$ cat src/rtl/seg_agen_pkg.sv
`timescale 1ns/1ps
package seg_agen_pkg;
  typedef enum logic {
    KIND_REG = 1'b0,
    KIND_ZP  = 1'b1
  } acc_kind_e;

  typedef enum logic [1:0] {
    LANES_NONE = 2'b00,
    LANE_LO    = 2'b01,
    LANE_HI    = 2'b10,
    LANES_BOTH = 2'b11
  } lanes_e;
endpackage

$ cat src/rtl/seg_agen_regs.sv
`timescale 1ns/1ps
module seg_agen_regs #(
  parameter int NUM_REGS = 4,
  parameter int BASE_W   = 16,
  parameter int PAGE_W   = 4,
  parameter int SEL_W    = $clog2(NUM_REGS)
) (
  input  logic              clk,
  input  logic              rst,
  input  logic              base_we,
  input  logic [SEL_W-1:0]  base_sel,
  input  logic [BASE_W-1:0] base_wdata,
  input  logic              page_we,
  input  logic [SEL_W-1:0]  page_sel,
  input  logic [PAGE_W-1:0] page_wdata,
  input  logic [SEL_W-1:0]  rd_sel,
  output logic [BASE_W-1:0] rd_base,
  output logic [PAGE_W-1:0] rd_page
);
  logic [BASE_W-1:0] base_q [NUM_REGS];
  logic [PAGE_W-1:0] page_q [NUM_REGS];

  for (genvar i = 0; i < NUM_REGS; i++) begin : g_reg
    logic hit_base;
    logic hit_page;
    assign hit_base = base_we && (base_sel == SEL_W'(i));
    assign hit_page = page_we && (page_sel == SEL_W'(i));

    always_ff @(posedge clk) begin
      if (rst)           base_q[i] <= '0;
      else if (hit_base) base_q[i] <= base_wdata;
    end

    always_ff @(posedge clk) begin
      if (rst)           page_q[i] <= '0;
      else if (hit_page) page_q[i] <= page_wdata;
    end

    // a page write leaves the base of the same register alone
    p_page_keeps_base_r4: assert property (@(posedge clk) disable iff (rst)
      (hit_page && !hit_base) |=> $stable(base_q[i]));

    // a base write leaves the page of the same register alone
    p_base_keeps_page_r5: assert property (@(posedge clk) disable iff (rst)
      (hit_base && !hit_page) |=> $stable(page_q[i]));
  end

  assign rd_base = base_q[rd_sel];
  assign rd_page = page_q[rd_sel];
endmodule

$ cat src/rtl/seg_agen_form.sv
`timescale 1ns/1ps
module seg_agen_form
  import seg_agen_pkg::*;
#(
  parameter int BASE_W   = 16,
  parameter int PAGE_W   = 4,
  parameter int ZP_IDX_W = 6,
  localparam int ADDR_W  = BASE_W + PAGE_W
) (
  input  acc_kind_e           kind,
  input  logic [BASE_W-1:0]   rd_base,
  input  logic [PAGE_W-1:0]   rd_page,
  input  logic [PAGE_W-1:0]   disp,
  input  logic [ZP_IDX_W-1:0] zp_idx,
  input  logic                dest_ctl,
  input  logic                byte_mode,
  output logic [ADDR_W-1:0]   addr_nxt,
  output lanes_e              lanes_nxt
);
  always_comb begin
    addr_nxt  = '0;
    lanes_nxt = LANES_BOTH;
    if (kind == KIND_ZP) begin
      addr_nxt[ZP_IDX_W:1]   = zp_idx;
      addr_nxt[ZP_IDX_W + 1] = dest_ctl;
    end else begin
      addr_nxt = {rd_page | disp, rd_base};
      if (byte_mode) lanes_nxt = rd_base[0] ? LANE_HI : LANE_LO;
      else           addr_nxt[0] = 1'b0;
    end
  end
endmodule

$ cat src/rtl/seg_agen_oreg.sv
`timescale 1ns/1ps
module seg_agen_oreg
  import seg_agen_pkg::*;
#(
  parameter int ADDR_W = 20
) (
  input  logic              clk,
  input  logic              rst,
  input  logic              load,
  input  logic [ADDR_W-1:0] addr_nxt,
  input  lanes_e            lanes_nxt,
  output logic [ADDR_W-1:0] addr_q,
  output logic [1:0]        lanes_q,
  output logic              valid_q
);
  always_ff @(posedge clk) begin
    if (rst) begin
      addr_q  <= '0;
      lanes_q <= LANES_NONE;
      valid_q <= 1'b0;
    end else begin
      valid_q <= load;
      if (load) begin
        addr_q  <= addr_nxt;
        lanes_q <= lanes_nxt;
      end else begin
        lanes_q <= LANES_NONE;
      end
    end
  end

  // no request, no lanes
  p_idle_no_lanes_r12: assert property (@(posedge clk) disable iff (rst)
    !load |=> (lanes_q == 2'b00) && !valid_q);

  // both lanes only on an even address
  p_word_even_r6: assert property (@(posedge clk) disable iff (rst)
    (valid_q && lanes_q == 2'b11) |-> (addr_q[0] == 1'b0));

  // a single lane agrees with address bit 0
  p_byte_lane_r7: assert property (@(posedge clk) disable iff (rst)
    (valid_q && $onehot0(lanes_q) && lanes_q != 2'b00) |-> (addr_q[0] == lanes_q[1]));

  // a valid output always carries at least one lane
  p_valid_has_lane_r2: assert property (@(posedge clk) disable iff (rst)
    valid_q |-> ($countones(lanes_q) != 0));
endmodule

$ cat src/rtl/seg_addr_gen.sv
`timescale 1ns/1ps
module seg_addr_gen
  import seg_agen_pkg::*;
#(
  parameter int NUM_REGS = 4,
  parameter int BASE_W   = 16,
  parameter int PAGE_W   = 4,
  parameter int ZP_IDX_W = 6,
  localparam int SEL_W   = $clog2(NUM_REGS),
  localparam int ADDR_W  = BASE_W + PAGE_W
) (
  input  logic                clk,
  input  logic                rst,
  input  logic                base_we,
  input  logic [SEL_W-1:0]    base_sel,
  input  logic [BASE_W-1:0]   base_wdata,
  input  logic                page_we,
  input  logic [SEL_W-1:0]    page_sel,
  input  logic [PAGE_W-1:0]   page_wdata,
  input  logic                acc_valid,
  input  logic                acc_zp,
  input  logic [SEL_W-1:0]    acc_sel,
  input  logic [PAGE_W-1:0]   acc_disp,
  input  logic [ZP_IDX_W-1:0] acc_zp_idx,
  input  logic                acc_dest_ctl,
  input  logic                acc_byte,
  output logic [ADDR_W-1:0]   mem_addr,
  output logic [1:0]          mem_lanes,
  output logic                mem_valid
);
  logic [BASE_W-1:0] rd_base;
  logic [PAGE_W-1:0] rd_page;
  logic [ADDR_W-1:0] addr_nxt;
  lanes_e            lanes_nxt;
  acc_kind_e         kind;

  assign kind = acc_zp ? KIND_ZP : KIND_REG;

  seg_agen_regs #(
    .NUM_REGS(NUM_REGS), .BASE_W(BASE_W), .PAGE_W(PAGE_W), .SEL_W(SEL_W)
  ) regs_i (
    .clk(clk), .rst(rst),
    .base_we(base_we), .base_sel(base_sel), .base_wdata(base_wdata),
    .page_we(page_we), .page_sel(page_sel), .page_wdata(page_wdata),
    .rd_sel(acc_sel), .rd_base(rd_base), .rd_page(rd_page)
  );

  seg_agen_form #(
    .BASE_W(BASE_W), .PAGE_W(PAGE_W), .ZP_IDX_W(ZP_IDX_W)
  ) form_i (
    .kind(kind), .rd_base(rd_base), .rd_page(rd_page), .disp(acc_disp),
    .zp_idx(acc_zp_idx), .dest_ctl(acc_dest_ctl), .byte_mode(acc_byte),
    .addr_nxt(addr_nxt), .lanes_nxt(lanes_nxt)
  );

  seg_agen_oreg #(.ADDR_W(ADDR_W)) oreg_i (
    .clk(clk), .rst(rst), .load(acc_valid),
    .addr_nxt(addr_nxt), .lanes_nxt(lanes_nxt),
    .addr_q(mem_addr), .lanes_q(mem_lanes), .valid_q(mem_valid)
  );

  // every displacement bit shows up in the upper address bits
  p_disp_in_upper_r3: assert property (@(posedge clk) disable iff (rst)
    (mem_valid && !$past(acc_zp)) |->
      ((mem_addr[ADDR_W-1:BASE_W] & $past(acc_disp)) == $past(acc_disp)));

  // direct references stay inside the two low pages
  p_zp_upper_zero_r8: assert property (@(posedge clk) disable iff (rst)
    (mem_valid && $past(acc_zp)) |->
      (mem_addr[ADDR_W-1:ZP_IDX_W+2] == '0) && (mem_lanes == 2'b11));

  // vector page bit follows the control destination flag
  p_vec_page_r9: assert property (@(posedge clk) disable iff (rst)
    (mem_valid && $past(acc_zp)) |-> (mem_addr[ZP_IDX_W+1] == $past(acc_dest_ctl)));
endmodule

$ cat config.mk
export PLATFORM = sky130hd
export DESIGN_NAME = seg_addr_gen
export DESIGN_NICKNAME = d
export VERILOG_FILES = /design/src/rtl/seg_agen_pkg.sv /design/src/rtl/seg_agen_regs.sv /design/src/rtl/seg_agen_form.sv /design/src/rtl/seg_agen_oreg.sv /design/src/rtl/seg_addr_gen.sv
export SDC_FILE = /design/constraint.sdc
export NUM_CORES = 1
export LEC_CHECK = 0
export BUFFER_PORTS_ARGS = -buffer_cell sky130_fd_sc_hd__buf_2
export CAP_MARGIN = 20
export CELL_PAD_IN_SITES_DETAIL_PLACEMENT = 1
export CELL_PAD_IN_SITES_GLOBAL_PLACEMENT = 1
export CORE_AREA = 2 2 120 87
export CTS_BUF_LIST = sky130_fd_sc_hd__clkbuf_8
export CTS_CLUSTER_SIZE = 40
export DETAILED_ROUTE_END_ITERATION = 7
export DIE_AREA = 0 0 122 89
export GPL_ROUTABILITY_DRIVEN = 0
export PLACE_DENSITY_LB_ADDON = 0.1
export SKIP_CTS_REPAIR_TIMING = 1
export SLEW_MARGIN = 20
export SYNTH_ARGS = -nofsm -noshare
export SYNTH_HDL_FRONTEND = slang
export SYNTH_SLANG_ARGS = --single-unit
$ cat constraint.sdc
create_clock -name clk -period 2.7 [get_ports clk]
set_clock_uncertainty 0.05 [all_clocks]
set_input_delay 0.54 -clock clk [delete_from_list [all_inputs] [get_ports clk]]
set_output_delay 0.54 -clock clk [all_outputs]
set_load 0.01 [all_outputs]
==> metrics <==
flops & latches, synth just over 100; Period minus WS final 1.90 ns; Hold/Removal Path Class in2reg; die width 122 um; CP Cell Sequence buf_2 -> buf_4 -> mux4_2 -> a21oi_1 -> nor2_1; GRT Util Overall 0.211; clk root buf clkbuf_8; max incr delay on CP around 0.54 ns; Filler Cells Inserted 1003; Antenna Cells 0; worst path arrival time around 2.1 ns; setup violators final 0; asr flop ratio synth 0; maxcap violations 0; P per Cell Area just over 600 mW/mm^2; leakage ~0.002 uW; top cell type's share of synthesized area 0.529; Bufs and invs on worst path 2; clk_lat worst skew 0.37 ns; post-synthesis net count between 300 and 400; DPL Wire Length 7260 um; clk sinks just over 100; die height between 80 and 90 um; RSZ-0062 raised after global routing no; Yosys top cell by area edfxtp_1; clock transition at the registers of the reported paths 0.10 ns; Post-Route WL roughly 11000 um; vias in the first global route 3020; Routed wire per std cell between 15 and 20 um; CTS Buf Count 9; Peak Freq 527 MHz; largest net degree at the start of global routing 36; ranking of synthesized cells by area edfxtp_1, and2_1, dfxtp_1; mapped cell area 0.00454 mm^2; Primary FF master, synth edfxtp_1; placement row count 30; Setup WS pre-CTS roughly 0.35 ns; vias per cell roughly 5.4; 1st-iter DRT viols 194; Hold Violations, Final 0; Ys Warns 0; synth unique cells 32; Remaining DRCs 0; CTS tree done; setup TNS 0 ns; required time worst endpoint ~2.9 ns; Ports 67; Die Area about 0.011 mm^2; Synth Instances 330; Reg area 0.00286 mm^2; CP endpoint kind flop; slew margin rel. 0.504; final slew viol count 0; Seq/Total Area, Yosys 0.631; final global-route overflow total 0; Post-DRT Antenna Nets 0; initial antenna violation count 0; Initial Utilization 0.474; outcome complete, no violations; worst-path maximum fanout 18; Avg Inst Size Synth about 14 um^2; P&R area growth vs syn 14.9%; Max Root-Sink Buffers 2; CORE AREA 0.00957 mm^2; port bufs 66; 1st-pass router iterations 7; H-tree levels 3; Crit Path Category in2reg; crit start category primary input; Least-Margin Pin Slew around 0.73 ns; first-pass GRT wire length ~17000 um; final period utilization 0.703; delay-heaviest family, CP buffers and inverters; VDD IR-drop max 409 uV; via count 2888; nets roughly 440; area of the multi-input gates between 0.0015 and 0.002 mm^2; post-route setup slack ~0.8 ns; EDFF count, synth 80; critical path's slowest cell mux4_2; share of post-route cells with drive strength above 1 0.314
[layer usage]
| layer | share of wire | global-route usage |
|---|---|---|
| met4 | 0.0042 | 0.0418 |
| met5 | 0 | 0 |
| met3 | 0.056 | 0.0606 |
| met2 | 0.49 | 0.352 |
| met1 | 0.45 | 0.281 |
[worst register-to-register path: stages, from the launching register on]
cell      delay (ns)
edfxtp_1        0.38
mux2_4          0.27
a222oi_1        0.45
a211oi_1        0.13
[kinds of logic (layout without fill, tap and decap cells)]
family / Yosys count / after routing / synth area share
compound gates: 41 / 41 / 0.0686
mux: 27 / 27 / 0.0926
flops: 103 / 103 / 0.631
buf+inv: 24 / 98 / 0.0287
simple gates: 135 / 135 / 0.179
[flip-flops by register name, indices dropped and copies added (netlist names)]
| register | flops |
|---|---|
| oreg_i.lanes_q | 2 |
| oreg_i.addr_q | 20 |
| regs_i.page_q | 16 |
| regs_i.base_q | 64 |
| oreg_i.valid_q | 1 |
[Yosys cell counts (4+ instances only)]
library cell  count
nand2b_1          4
a21oi_1          10
dfxtp_1          23
clkbuf_1         12
nor3b_1           4
edfxtp_1         80
mux2_2           14
nor2b_1          15
a211oi_1          7
mux4_2            9
nor2_1           19
a222oi_1          7
and2_1           80
a2111oi_0         4
inv_1             4
mux2_4            4
buf_2             4
o21bai_1          5
o41ai_1           4
[per-stage QoR]
stage          power [uW]  utilization  area [um^2]  hold slack, ns  cells
2_1_floorplan        2070            -         4540           0.454    330
3_3_place_gp         2200        0.523         5000           0.420    516
3_5_place_dp         2220        0.523         5000           0.432    516
4_1_cts              3210        0.544         5210           0.410    532
5_1_grt              3300        0.545         5210           0.412    532
6_report             3180        0.545         5210           0.424    532
[placed cells by master (no fill, tap or decap), drive strengths merged, types with 5 or more instances in the layout]
| master | n |
|---|---|
| and2 | 80 |
| edfxtp | 80 |
| buf | 78 |
| dfxtp | 23 |
| nor2 | 19 |
| mux2 | 18 |
| nor2b | 15 |
| a21oi | 10 |
| clkbuf | 10 |
| mux4 | 9 |
| a222oi | 7 |
| a211oi | 7 |
| o21bai | 5 |
| inv | 5 |
[report_power, final]
| part | internal (uW) | switching [uW] | total (uW) |
|---|---|---|---|
| Clock | 459 | 542 | 1000 |
| Sequential | 1820 | 34.3 | 1850 |
| Combinational | 145 | 180 | 326 |
| Total | 2420 | 757 | 3180 |
[layout make-up]
class | instances | area share
clock buffer | 10 | 0.0264
clock inverter | 6 | 0.0132
inverter | 4 | 0.00288
multi-input combinational | 203 | 0.297
sequential | 103 | 0.549
tap | 128 | 0.0307
timing repair buffer | 78 | 0.0806
[path summary, 6_finish.rpt]
| check | startpoint | to | slack [ns] | cells past startpoint |
|---|---|---|---|---|
| max | acc_sel[0] | oreg_i.addr_q[15]$_SDFFE_PP0P_ | 0.80 | 5 |
| min | page_wdata[3] | regs_i.page_q[1][3]$_SDFFCE_PN0P_ | 0.42 | 2 |
| max reg2reg | regs_i.base_q[1][7]$_SDFFCE_PN0P_ | oreg_i.addr_q[7]$_SDFFE_PP0P_ | 1.29 | 3 |
| min reg2reg | oreg_i.addr_q[7]$_SDFFE_PP0P_ | oreg_i.addr_q[7]$_SDFFE_PP0P_ | 0.44 | 2 |
(Power assumes the default switching activity.)
